===== src/rtl/xbarPkg.sv =====
package xbarPkg;
  // Strobes the control block sends to the datapath each cycle.
  typedef struct packed {
    logic push;   // record the granted master as a read issuer
    logic pop;    // retire the oldest read issuer
  } ctlStrobes_t;
endpackage


===== src/rtl/xbarCtl.sv =====
module xbarCtl
  import xbarPkg::*;
#(
  parameter int NUM_MASTERS = 4,
  parameter int READ_DEPTH  = 4,
  localparam int IDW  = (NUM_MASTERS > 1) ? $clog2(NUM_MASTERS) : 1,
  localparam int CNTW = $clog2(READ_DEPTH + 1)
) (
  input  logic                   clk,
  input  logic                   rstN,
  input  logic [NUM_MASTERS-1:0] reqValid,
  input  logic [NUM_MASTERS-1:0] reqWrite,
  input  logic [NUM_MASTERS-1:0] reqEop,
  input  logic                   tReqReady,
  input  logic                   tRspValid,
  input  logic                   rspReadyHead,
  output logic [IDW-1:0]         grantIdx,
  output logic                   anyGrant,
  output logic [NUM_MASTERS-1:0] reqReady,
  output logic                   tRspReady,
  output logic                   nonEmpty,
  output ctlStrobes_t            strobes
);
  logic [IDW-1:0]         rrPtr, lockOwner;
  logic                   locked;
  logic [CNTW-1:0]        count;
  logic [NUM_MASTERS-1:0] eligible;
  logic                   rdFull, accept, pickWrite, pickEop;

  assign rdFull   = (count == CNTW'(READ_DEPTH));
  assign nonEmpty = (count != '0);

  for (genvar i = 0; i < NUM_MASTERS; i++) begin : g_elig
    assign eligible[i] = reqValid[i] && (reqWrite[i] || !rdFull) &&
                         (!locked || lockOwner == IDW'(i));
    assign reqReady[i] = accept && (grantIdx == IDW'(i));
  end

  always_comb begin
    int idx;
    anyGrant = 1'b0;
    grantIdx = '0;
    for (int k = 0; k < NUM_MASTERS; k++) begin
      idx = int'(rrPtr) + k;
      if (idx >= NUM_MASTERS) idx = idx - NUM_MASTERS;
      if (!anyGrant && eligible[idx]) begin
        anyGrant = 1'b1;
        grantIdx = IDW'(idx);
      end
    end
  end

  assign accept       = anyGrant && tReqReady;
  assign pickWrite    = reqWrite[grantIdx];
  assign pickEop      = reqEop[grantIdx];
  assign tRspReady    = nonEmpty && rspReadyHead;
  assign strobes.push = accept && !pickWrite;
  assign strobes.pop  = tRspValid && tRspReady;

  always_ff @(posedge clk) begin
    if (!rstN) begin
      rrPtr     <= '0;
      lockOwner <= '0;
      locked    <= 1'b0;
      count     <= '0;
    end else begin
      if (accept) begin
        rrPtr <= (grantIdx == IDW'(NUM_MASTERS - 1)) ? '0 : grantIdx + 1'b1;
        if (pickWrite) begin
          locked    <= !pickEop;
          lockOwner <= grantIdx;
        end
      end
      count <= count + CNTW'(strobes.push) - CNTW'(strobes.pop);
    end
  end

  AST_NO_OVERFLOW:   assert property (@(posedge clk) disable iff (!rstN) count <= CNTW'(READ_DEPTH));
  AST_FULL_NO_READ:  assert property (@(posedge clk) disable iff (!rstN) rdFull |-> !strobes.push);
  AST_NO_UNDERFLOW:  assert property (@(posedge clk) disable iff (!rstN) strobes.pop |-> nonEmpty);
  AST_READY_ONEHOT:  assert property (@(posedge clk) disable iff (!rstN) $onehot0(reqReady));
  AST_BURST_LOCK:    assert property (@(posedge clk) disable iff (!rstN)
                       (accept && pickWrite && !pickEop) |=> (!anyGrant || grantIdx == $past(grantIdx)));
endmodule


===== src/rtl/xbarData.sv =====
module xbarData
  import xbarPkg::*;
#(
  parameter int NUM_MASTERS = 4,
  parameter int ADDR_W      = 16,
  parameter int DATA_W      = 32,
  parameter int READ_DEPTH  = 4,
  localparam int IDW  = (NUM_MASTERS > 1) ? $clog2(NUM_MASTERS) : 1,
  localparam int PTRW = (READ_DEPTH > 1) ? $clog2(READ_DEPTH) : 1
) (
  input  logic                          clk,
  input  logic                          rstN,
  input  logic [NUM_MASTERS-1:0]        mReqValid,
  input  logic [NUM_MASTERS-1:0]        mReqWrite,
  input  logic [NUM_MASTERS-1:0]        mReqEop,
  input  logic [NUM_MASTERS*ADDR_W-1:0] mReqAddr,
  input  logic [NUM_MASTERS*DATA_W-1:0] mReqData,
  input  logic [IDW-1:0]                grantIdx,
  input  logic                          anyGrant,
  input  logic                          nonEmpty,
  input  ctlStrobes_t                   strobes,
  input  logic                          tRspValid,
  input  logic [DATA_W-1:0]             tRspData,
  input  logic [NUM_MASTERS-1:0]        mRspReady,
  output logic                          tReqWrite,
  output logic                          tReqEop,
  output logic [ADDR_W-1:0]             tReqAddr,
  output logic [DATA_W-1:0]             tReqData,
  output logic [IDW-1:0]                tReqSrc,
  output logic                          rspReadyHead,
  output logic [NUM_MASTERS-1:0]        mRspValid,
  output logic [DATA_W-1:0]             mRspData
);
  logic [IDW-1:0]  idMem [READ_DEPTH];
  logic [PTRW-1:0] wrPtr, rdPtr;
  logic [IDW-1:0]  headId;

  assign tReqWrite = mReqWrite[grantIdx];
  assign tReqEop   = mReqEop[grantIdx];
  assign tReqAddr  = mReqAddr[grantIdx*ADDR_W +: ADDR_W];
  assign tReqData  = mReqData[grantIdx*DATA_W +: DATA_W];
  assign tReqSrc   = grantIdx;

  assign headId       = idMem[rdPtr];
  assign rspReadyHead = mRspReady[headId];
  assign mRspData     = tRspData;

  for (genvar i = 0; i < NUM_MASTERS; i++) begin : g_rsp
    assign mRspValid[i] = tRspValid && nonEmpty && (headId == IDW'(i));
  end

  always_ff @(posedge clk) begin
    if (!rstN) begin
      wrPtr <= '0;
      rdPtr <= '0;
    end else begin
      if (strobes.push) begin
        idMem[wrPtr] <= grantIdx;
        wrPtr <= (wrPtr == PTRW'(READ_DEPTH - 1)) ? '0 : wrPtr + 1'b1;
      end
      if (strobes.pop)
        rdPtr <= (rdPtr == PTRW'(READ_DEPTH - 1)) ? '0 : rdPtr + 1'b1;
    end
  end

  AST_RSP_ONEHOT:     assert property (@(posedge clk) disable iff (!rstN) $onehot0(mRspValid));
  AST_SRC_REQUESTING: assert property (@(posedge clk) disable iff (!rstN) anyGrant |-> mReqValid[grantIdx]);
  AST_RSP_NEEDS_READ: assert property (@(posedge clk) disable iff (!rstN) (|mRspValid) |-> nonEmpty);
endmodule


===== src/rtl/xbarPort.sv =====
module xbarPort
  import xbarPkg::*;
#(
  parameter int NUM_MASTERS = 4,
  parameter int ADDR_W      = 16,
  parameter int DATA_W      = 32,
  parameter int READ_DEPTH  = 4,
  localparam int IDW = (NUM_MASTERS > 1) ? $clog2(NUM_MASTERS) : 1
) (
  input  logic                          clk,
  input  logic                          rstN,
  input  logic [NUM_MASTERS-1:0]        mReqValid,
  input  logic [NUM_MASTERS-1:0]        mReqWrite,
  input  logic [NUM_MASTERS-1:0]        mReqEop,
  input  logic [NUM_MASTERS*ADDR_W-1:0] mReqAddr,
  input  logic [NUM_MASTERS*DATA_W-1:0] mReqData,
  output logic [NUM_MASTERS-1:0]        mReqReady,
  output logic                          tReqValid,
  output logic                          tReqWrite,
  output logic                          tReqEop,
  output logic [ADDR_W-1:0]             tReqAddr,
  output logic [DATA_W-1:0]             tReqData,
  output logic [IDW-1:0]                tReqSrc,
  input  logic                          tReqReady,
  input  logic                          tRspValid,
  input  logic [DATA_W-1:0]             tRspData,
  output logic                          tRspReady,
  output logic [NUM_MASTERS-1:0]        mRspValid,
  output logic [DATA_W-1:0]             mRspData,
  input  logic [NUM_MASTERS-1:0]        mRspReady
);
  logic [IDW-1:0] grantIdx;
  logic           anyGrant, nonEmpty, rspReadyHead;
  ctlStrobes_t    strobes;

  assign tReqValid = anyGrant;

  xbarCtl #(.NUM_MASTERS(NUM_MASTERS), .READ_DEPTH(READ_DEPTH)) u_ctl (
    .clk(clk), .rstN(rstN), .reqValid(mReqValid), .reqWrite(mReqWrite),
    .reqEop(mReqEop), .tReqReady(tReqReady), .tRspValid(tRspValid),
    .rspReadyHead(rspReadyHead), .grantIdx(grantIdx), .anyGrant(anyGrant),
    .reqReady(mReqReady), .tRspReady(tRspReady), .nonEmpty(nonEmpty),
    .strobes(strobes)
  );

  xbarData #(.NUM_MASTERS(NUM_MASTERS), .ADDR_W(ADDR_W), .DATA_W(DATA_W),
             .READ_DEPTH(READ_DEPTH)) u_data (
    .clk(clk), .rstN(rstN), .mReqValid(mReqValid), .mReqWrite(mReqWrite),
    .mReqEop(mReqEop), .mReqAddr(mReqAddr), .mReqData(mReqData),
    .grantIdx(grantIdx), .anyGrant(anyGrant), .nonEmpty(nonEmpty),
    .strobes(strobes), .tRspValid(tRspValid), .tRspData(tRspData),
    .mRspReady(mRspReady), .tReqWrite(tReqWrite), .tReqEop(tReqEop),
    .tReqAddr(tReqAddr), .tReqData(tReqData), .tReqSrc(tReqSrc),
    .rspReadyHead(rspReadyHead), .mRspValid(mRspValid), .mRspData(mRspData)
  );
endmodule


===== config.mk =====
export PLATFORM = sky130hd
export DESIGN_NAME = xbarPort
export DESIGN_NICKNAME = d
export VERILOG_FILES = /design/src/rtl/xbarPkg.sv /design/src/rtl/xbarCtl.sv /design/src/rtl/xbarData.sv /design/src/rtl/xbarPort.sv
export SDC_FILE = /design/constraint.sdc
export NUM_CORES = 1
export LEC_CHECK = 0
export BUFFER_PORTS_ARGS = -buffer_cell sky130_fd_sc_hd__buf_2
export CELL_PAD_IN_SITES_DETAIL_PLACEMENT = 0
export CELL_PAD_IN_SITES_GLOBAL_PLACEMENT = 1
export CORE_AREA = 2 2 133 135
export DETAILED_ROUTE_END_ITERATION = 7
export DIE_AREA = 0 0 135 137
export PLACE_DENSITY = 0.71
export REMOVE_ABC_BUFFERS = 1
export SLEW_MARGIN = 30
export SYNTH_ARGS = -nofsm -noshare
export SYNTH_HDL_FRONTEND = slang
export SYNTH_SLANG_ARGS = --single-unit

===== constraint.sdc =====
create_clock -name clk -period 5.7 [get_ports clk]
set_clock_uncertainty 0.05 [all_clocks]
set_input_delay 1.71 -clock clk [delete_from_list [all_inputs] [get_ports clk]]
set_output_delay 1.71 -clock clk [all_outputs]
set_load 0.005 [all_outputs]

==> results.yml, run 1 <==
status:
  status: "finished, final reports clean"
global_routing:
  antenna_found_initial: 1
  grt.total_usage_pct: 14.35
  grt_overflow: 0
  grt_pass1_vias: 3657
  grt_pass1_wl_mm: 20.48
  grt_max_degree: 42
cts:
  path_clk_slew_ps: 50
  clock_latency_ps: 250
  cts_hold_buf: 0
  cts_tree: "yes"
  cts_root_buf: "clkbuf_16"
  ctsHtreeMaxLevel: 1
  clockBufferDepth: 2
  cts.sinks: 22
  cts_buffers: 3
pwr:
  ir_drop_mv: 0.1284
  p_total_mw: 1.787
  leakage_nw: 2.376
  p_per_area_nw_per_um2: 358.2
job:
  max_cap_violations: 0
synth:
  ys_types: 47
  netlist.area_leader.share_pct: 17.16
  ys_async_sr_fraction_pct: 0
  ys_ff_latch: 22
  synthCells: 388
  yosysWarnings: 0
  ys_seq_area_share_pct: 16.52
  synth-edff-count: 8
  synthesis.area_sq_um: 3151
  yosys.area.top_type: "mux2i_1"
  avgSynthCellArea_sq_um: 8.120
  synth-main-ff-cell: "dfxtp_1"
  synth.top_cells.by_area: "mux2i_1 17%, a211oi_1 11%, nor2b_1 9.9%"
routing:
  antenna_left: 0
  drc: 0
  drt-wirelength-per-cell_microns: 16.86
  drt_first_pass_iters: 4
  wl_mm: 14.63
  vias: 3834
  drt_iter0_drc: 166
  viasPerCell: 4.417
sta:
  hold_viol: 0
  rsz0062_at_grt: "yes"
  max_freq_mhz: 176.4
  slew_viol_final: 0
  hold-worst-slack_ps: 436.0
  period_needed_ps: 5669
  max_slew_margin_pct: 72.66
  min_period_over_period_pct: 99.45
  setup_viol: 0
  tightest_slew_ps: 410.2
floorplan:
  die_h_microns: 137
  die-area_sq_um: 18500
  io_pins: 338
  num_rows: 48
  coreArea_sq_um: 17060
  die_w_microns: 135
  start_util_pct: 18.47
worst_setup_path:
  cp-end-kind: "output pin"
  worst_ep_arrival_time_ps: 3910
  cp.required_ps: 3940
  critPathKind: "in2out"
  cp-start-kind: "input port"
  cp_max_fo: 3
placed_design:
  place_congestion: 0.7887
  portBuffers: 273
  post-dp-hpwl_mm: 12.19
  place_inst: 855
hold_path:
  hold_class: "reg2reg"
layout:
  utilization_pct: 29.25
  nFillCells: 1881
  final_cell_mix: "273 x buf_2, 54 x a21oi_1, 54 x mux2i_1"
  drive_gt1_share_pct: 52.10
  nets: 900
  layout_commonest_cell: "buf_2"
  synthToLayoutAreaGrowth_pct: 58.34
  finalNonFillerCells: 868
  diodes: 0
==> logic make-up (layout without fill, tap and decap cells) <==
kind of cell | count (synthesis) | count (layout) | synth area share (%)
AND/OR/NAND/NOR | 99 | 99 | 18.47
XOR/XNOR | 2 | 2 | 0.5561
multiplexers | 58 | 58 | 20.02
flip-flops | 22 | 22 | 16.52
buffers and inverters | 72 | 327 | 13.46
adder cells (fa/ha/maj) | 12 | 12 | 5.004
AO/OA/AOI/OAI | 123 | 123 | 25.97
==> synthesized netlist by cell type (2+ instances only) <==
library cell,instances
a21oi_1,54
mux2i_1,54
nor2b_1,50
a211oi_1,48
buf_4,38
nand2_1,16
dfxtp_1,14
ha_1,11
inv_1,10
and3_1,9
clkbuf_1,9
edfxtp_1,8
buf_1,6
buf_2,6
nor2_1,6
mux4_2,4
and2_1,3
nand3_1,3
nand4_1,3
o21ai_1,3
a21o_1,2
inv_2,2
o21ai_0,2
o221ai_2,2
o31a_1,2
or3_1,2
==> sequential cells by signal, indices dropped and copies added (netlist names), named ones only <==
| name | flops |
|---|---|
| u_data.wrPtr | 2 |
| u_ctl.lockOwner | 2 |
| u_data.rdPtr | 2 |
| u_data.idMem | 8 |
| u_ctl.locked | 1 |
| u_ctl.count | 3 |
| u_ctl.rrPtr | 2 |
==> area by class of cell <==
type                            count  area (sq um)  share of cell area, %
Multi-Input combinational cell    294          2236                  44.82
Timing Repair Buffer              311          1827                  36.62
Sequential cell                    22         520.5                  10.43
Tap cell                          225         281.5                  5.643
Clock buffer                        4         78.83                  1.580
Inverter                           12         45.04                 0.9029
==> metal layers <==
metal | up-vias | global-route usage [%] | wire length [microns]
li1 | 1909 | - | -
met1 | 1701 | 17.26 | 5860
met2 | 201 | 22.59 | 6736
met3 | 19 | 7.815 | 1810
met4 | 4 | 2.257 | 162
met5 | - | 4.167 | 61
==> report_power, final <==
part	switching, mW	internal, mW
Combinational	0.704	0.709
Sequential	0.0310	0.195
Clock	0.0522	0.0953
==> metrics by stage <==
step	setup slack, ps	instance area [sq um]	setup TNS (ps)
6_report	31.38	4989	0
5_1_grt	-40.17	4989	-147.3
4_1_cts	0.3744	4875	0
3_5_place_dp	-5.842	4748	-5.842
3_3_place_gp	23.37	4748	0
2_1_floorplan	-3827	2771	-251880
==> path summary, 6_finish.rpt <==
path / start / to / slack, ps / cells after the start
max: mReqWrite[2] / tReqWrite / 30 / 8
min: u_data.rdPtr[1] / flip-flop / 440 / 2
max reg2reg: u_ctl.count[1] / u_ctl.count[2] / 1640 / 17
min reg2reg: u_data.rdPtr[1] / flip-flop / 440 / 2
==> what timing repair did <==
action	CTS	global route
gates resized for setup	0	7
pin swaps	1	2
cloned	1	2
endpoints found under the setup margin	1	28
setup buffers	2	4
==> critical path, stage by stage <==
cell and delay [ps]:
buf_2 100, or4b_4 540, o211a_2 170, a21o_1 190, a221oi_4 370, buf_4 180, mux4_2 500, buf_2 140
(Power assumes the default switching activity.)
==> run 2: changes to the inputs <==
--- a/config.mk
+++ b/config.mk
@@ -5,14 +5,15 @@
 export SDC_FILE = /design/constraint.sdc
 export NUM_CORES = 1
 export LEC_CHECK = 0
-export BUFFER_PORTS_ARGS = -buffer_cell sky130_fd_sc_hd__buf_2
+export ABC_AREA = 1
+export BUFFER_PORTS_ARGS = -buffer_cell sky130_fd_sc_hd__buf_4
 export CELL_PAD_IN_SITES_DETAIL_PLACEMENT = 0
 export CELL_PAD_IN_SITES_GLOBAL_PLACEMENT = 1
-export CORE_AREA = 2 2 133 135
+export CORE_UTILIZATION = 20
 export DETAILED_ROUTE_END_ITERATION = 7
-export DIE_AREA = 0 0 135 137
-export PLACE_DENSITY = 0.71
+export PLACE_DENSITY = 0.79
 export REMOVE_ABC_BUFFERS = 1
+export SETUP_SLACK_MARGIN = 0.4
 export SLEW_MARGIN = 30
 export SYNTH_ARGS = -nofsm -noshare
 export SYNTH_HDL_FRONTEND = slang
==> run 2 against run 1 <==
  * Combinational power increased to 3.3 times the previous value
  * Via count is 22% higher
  * Cell area is 25% higher
  * Synthesized cell count up 36%
  * Non-clock buffer count down 1
  * Critical path type unchanged
  * Hold slack improved by 35 ps
  * Synthesized area up 3.9%
==> results.yml, run 2 <==
sta:
  period_needed_ps: 5364
  hold_viol: 0
  max_slew_margin_pct: 65.01
  setup_viol: 0
  max_freq_mhz: 186.4
  slew_viol_final: 0
  tightest_slew_ps: 524.1
  rsz0062_at_grt: "yes"
  fin_tns_setup_ps: 0
  min_period_over_period_pct: 94.11
synth:
  synth_xor_area_share_pct: 0.7648
  synth_mux_area_share_pct: 0
  synth.top_cells.by_area: "nand2_1 17%, a21oi_1 15%, a22oi_1 11%"
  synthesis.area_sq_um: 3272
  synth-main-ff-cell: "dfxtp_1"
  ys_seq_area_share_pct: 15.91
  yosys.area.top_type: "nand2_1"
  synthCells: 529
  synth-edff-count: 8
  synthTopCellsByCount: "147 x nand2_1, 100 x a21oi_1, 48 x a22oi_1"
  ys_types: 33
  synth_top_family_by_area: "simple AND/OR/NAND/NOR gates"
  avgSynthCellArea_sq_um: 6.185
  synthSimpleGateAreaFrac_pct: 32.16
  ys_async_sr_fraction_pct: 0
  synth_most_common_cell: "nand2_1"
  synth_compound_area_share_pct: 28.15
  synthAdderAreaFrac_pct: 4.818
  ys_ff_latch: 22
  netlist.area_leader.share_pct: 16.86
  yosysWarnings: 0
placed_design:
  portBuffers: 273
  place_inst: 961
  post-dp-hpwl_mm: 11.30
  place_congestion: 0.8147
worst_setup_path:
  cp-start-kind: "input port"
  worst_ep_arrival_time_ps: 3600
  path_common_cell: "buf_4"
  cp-end-kind: "output pin"
  crit_path_cell_trace: "buf_4 > a21boi_2 > nand3_2 > nand3_1 > nand2_2 > nand3_4 > nor2_4 > buf_4 > o21ai_4 > buf_12 > buf_16 > a21oi_2 > a22oi_2 > buf_4"
  cp_max_fo: 22
  cp_num_buf_inv: 5
  cp_top_family: "buffers and inverters"
  cp.required_ps: 3940
  crit_slowest_cell: "a21boi_2"
  crit_path_max_incr_delay_ps: 230
  critPathKind: "in2out"
cts:
  path_clk_slew_ps: 60
  ctsHtreeMaxLevel: 1
  clockBufferDepth: 2
  cts_root_buf: "clkbuf_16"
  cts_hold_buf: 0
  cts.sinks: 22
  cts_tree: "yes"
  clock_latency_ps: 250
  cts_buffers: 3
floorplan:
  die_w_microns: 129.9
  io_pins: 338
  coreArea_sq_um: 15940
  start_util_pct: 20.52
  die-area_sq_um: 16880
  die_h_microns: 129.9
  num_rows: 46
routing:
  vias: 4668
  wl_mm: 16.67
  drt_iter0_drc: 228
  drc: 0
  antenna_left: 0
  drt-wirelength-per-cell_microns: 16.77
  drt_first_pass_iters: 4
  viasPerCell: 4.696
global_routing:
  grt_pass1_vias: 4409
  grt_pass1_wl_mm: 23.19
  grt_overflow: 0
  antenna_found_initial: 0
  grt_max_degree: 55
  grt.total_usage_pct: 17.76
hold_path:
  hold_class: "reg2reg"
layout:
  finalNonFillerCells: 994
  nets: 1035
  diodes: 0
  synthToLayoutAreaGrowth_pct: 91.17
  drive_gt1_share_pct: 50.90
  nFillCells: 1690
  largest_reg_flops: 8
  largest_register: "u_data.idMem"
  layout_commonest_cell: "buf_4"
  final_cell_mix: "280 x buf_4, 140 x nand2_1, 73 x a21oi_1"
  reg_top3: "u_data.idMem (8), u_ctl.count (3)"
pwr:
  p_per_area_nw_per_um2: 814.1
  ir_drop_mv: 0.3392
  leakage_nw: 3.093
status:
  status: "finished, final reports clean"
job:
  max_cap_violations: 0
[run 2: area by class of cell]
type	count	area, sq um	share of cell area [%]
inverter	40	167.7	2.681
clock inverter	1	30.03	0.4801
sequential	22	520.5	8.322
tap	216	270.3	4.321
clock buffer	3	75.07	1.200
multi-input combinational	402	2449	39.15
timing repair buffer	310	2743	43.85
[run 2: timing repair]
action                     4_1_cts  5_1_grt
gates resized for setup         35       57
buffers inserted                13        5
pin swaps                       16       26
cloned                           6        5
setup endpoints to repair       53       54
[run 2: path summary, 6_finish.rpt]
path | slack [ps] | from | depth (start not counted) | to
setup reg to reg | 2020 | u_ctl.rrPtr[0] | 20 | u_ctl.count[2]
setup / recovery | 340 | mReqValid[3] | 14 | tReqData[3]
hold reg to reg | 470 | u_data.rdPtr[1] | 2 | u_data.rdPtr[1]
hold / removal | 470 | u_data.rdPtr[1] | 2 | u_data.rdPtr[1]
[run 2: tightest hold or removal path, delay by kind of cell, from the launching register on]
family	cells	cell delay, ps
flops	1	320
simple gates	2	160
[run 2: routing by layer]
layer / vias up / routed length (microns) / track usage (%)
met5: - / 90 / 4.412
met4: 2 / 135 / 2.736
met3: 22 / 1617 / 7.011
met2: 206 / 8132 / 30.26
met1: 2151 / 6696 / 20.98
li1: 2287 / - / -
[run 2: cell families (layout without fill, tap and decap cells)]
| logic type | after synthesis | count (layout) |
|---|---|---|
| flops | 22 | 22 |
| fa+ha+maj | 12 | 12 |
| simple gates | 231 | 231 |
| buf+inv | 105 | 354 |
| compound gates | 157 | 157 |
| xor+xnor | 2 | 2 |
[run 2: where the power goes]
part           internal [mW]  switching (mW)  leakage, nW
clock                  0.139          0.0544       0.0511
sequential             0.221          0.0428        0.188
combinational           2.32            2.32         2.85
total                   2.68            2.41         3.09
[run 2: per-stage QoR]
step / util, % / power [mW] / worst slack (ps) / cell area [sq um] / hold WS (ps)
4_1_cts: 36.82 / 4.625 / 358.5 / 5871 / 470.8
5_1_grt: 39.23 / 5.497 / 187.1 / 6255 / 497.9
3_5_place_dp: 33.31 / 3.688 / 232.7 / 5310 / 462.7
2_1_floorplan: - / 2.061 / -1386 / 2826 / 431.0
6_report: 39.23 / 5.092 / 335.6 / 6255 / 470.8
3_3_place_gp: 33.31 / 3.708 / 225.7 / 5310 / 450.3
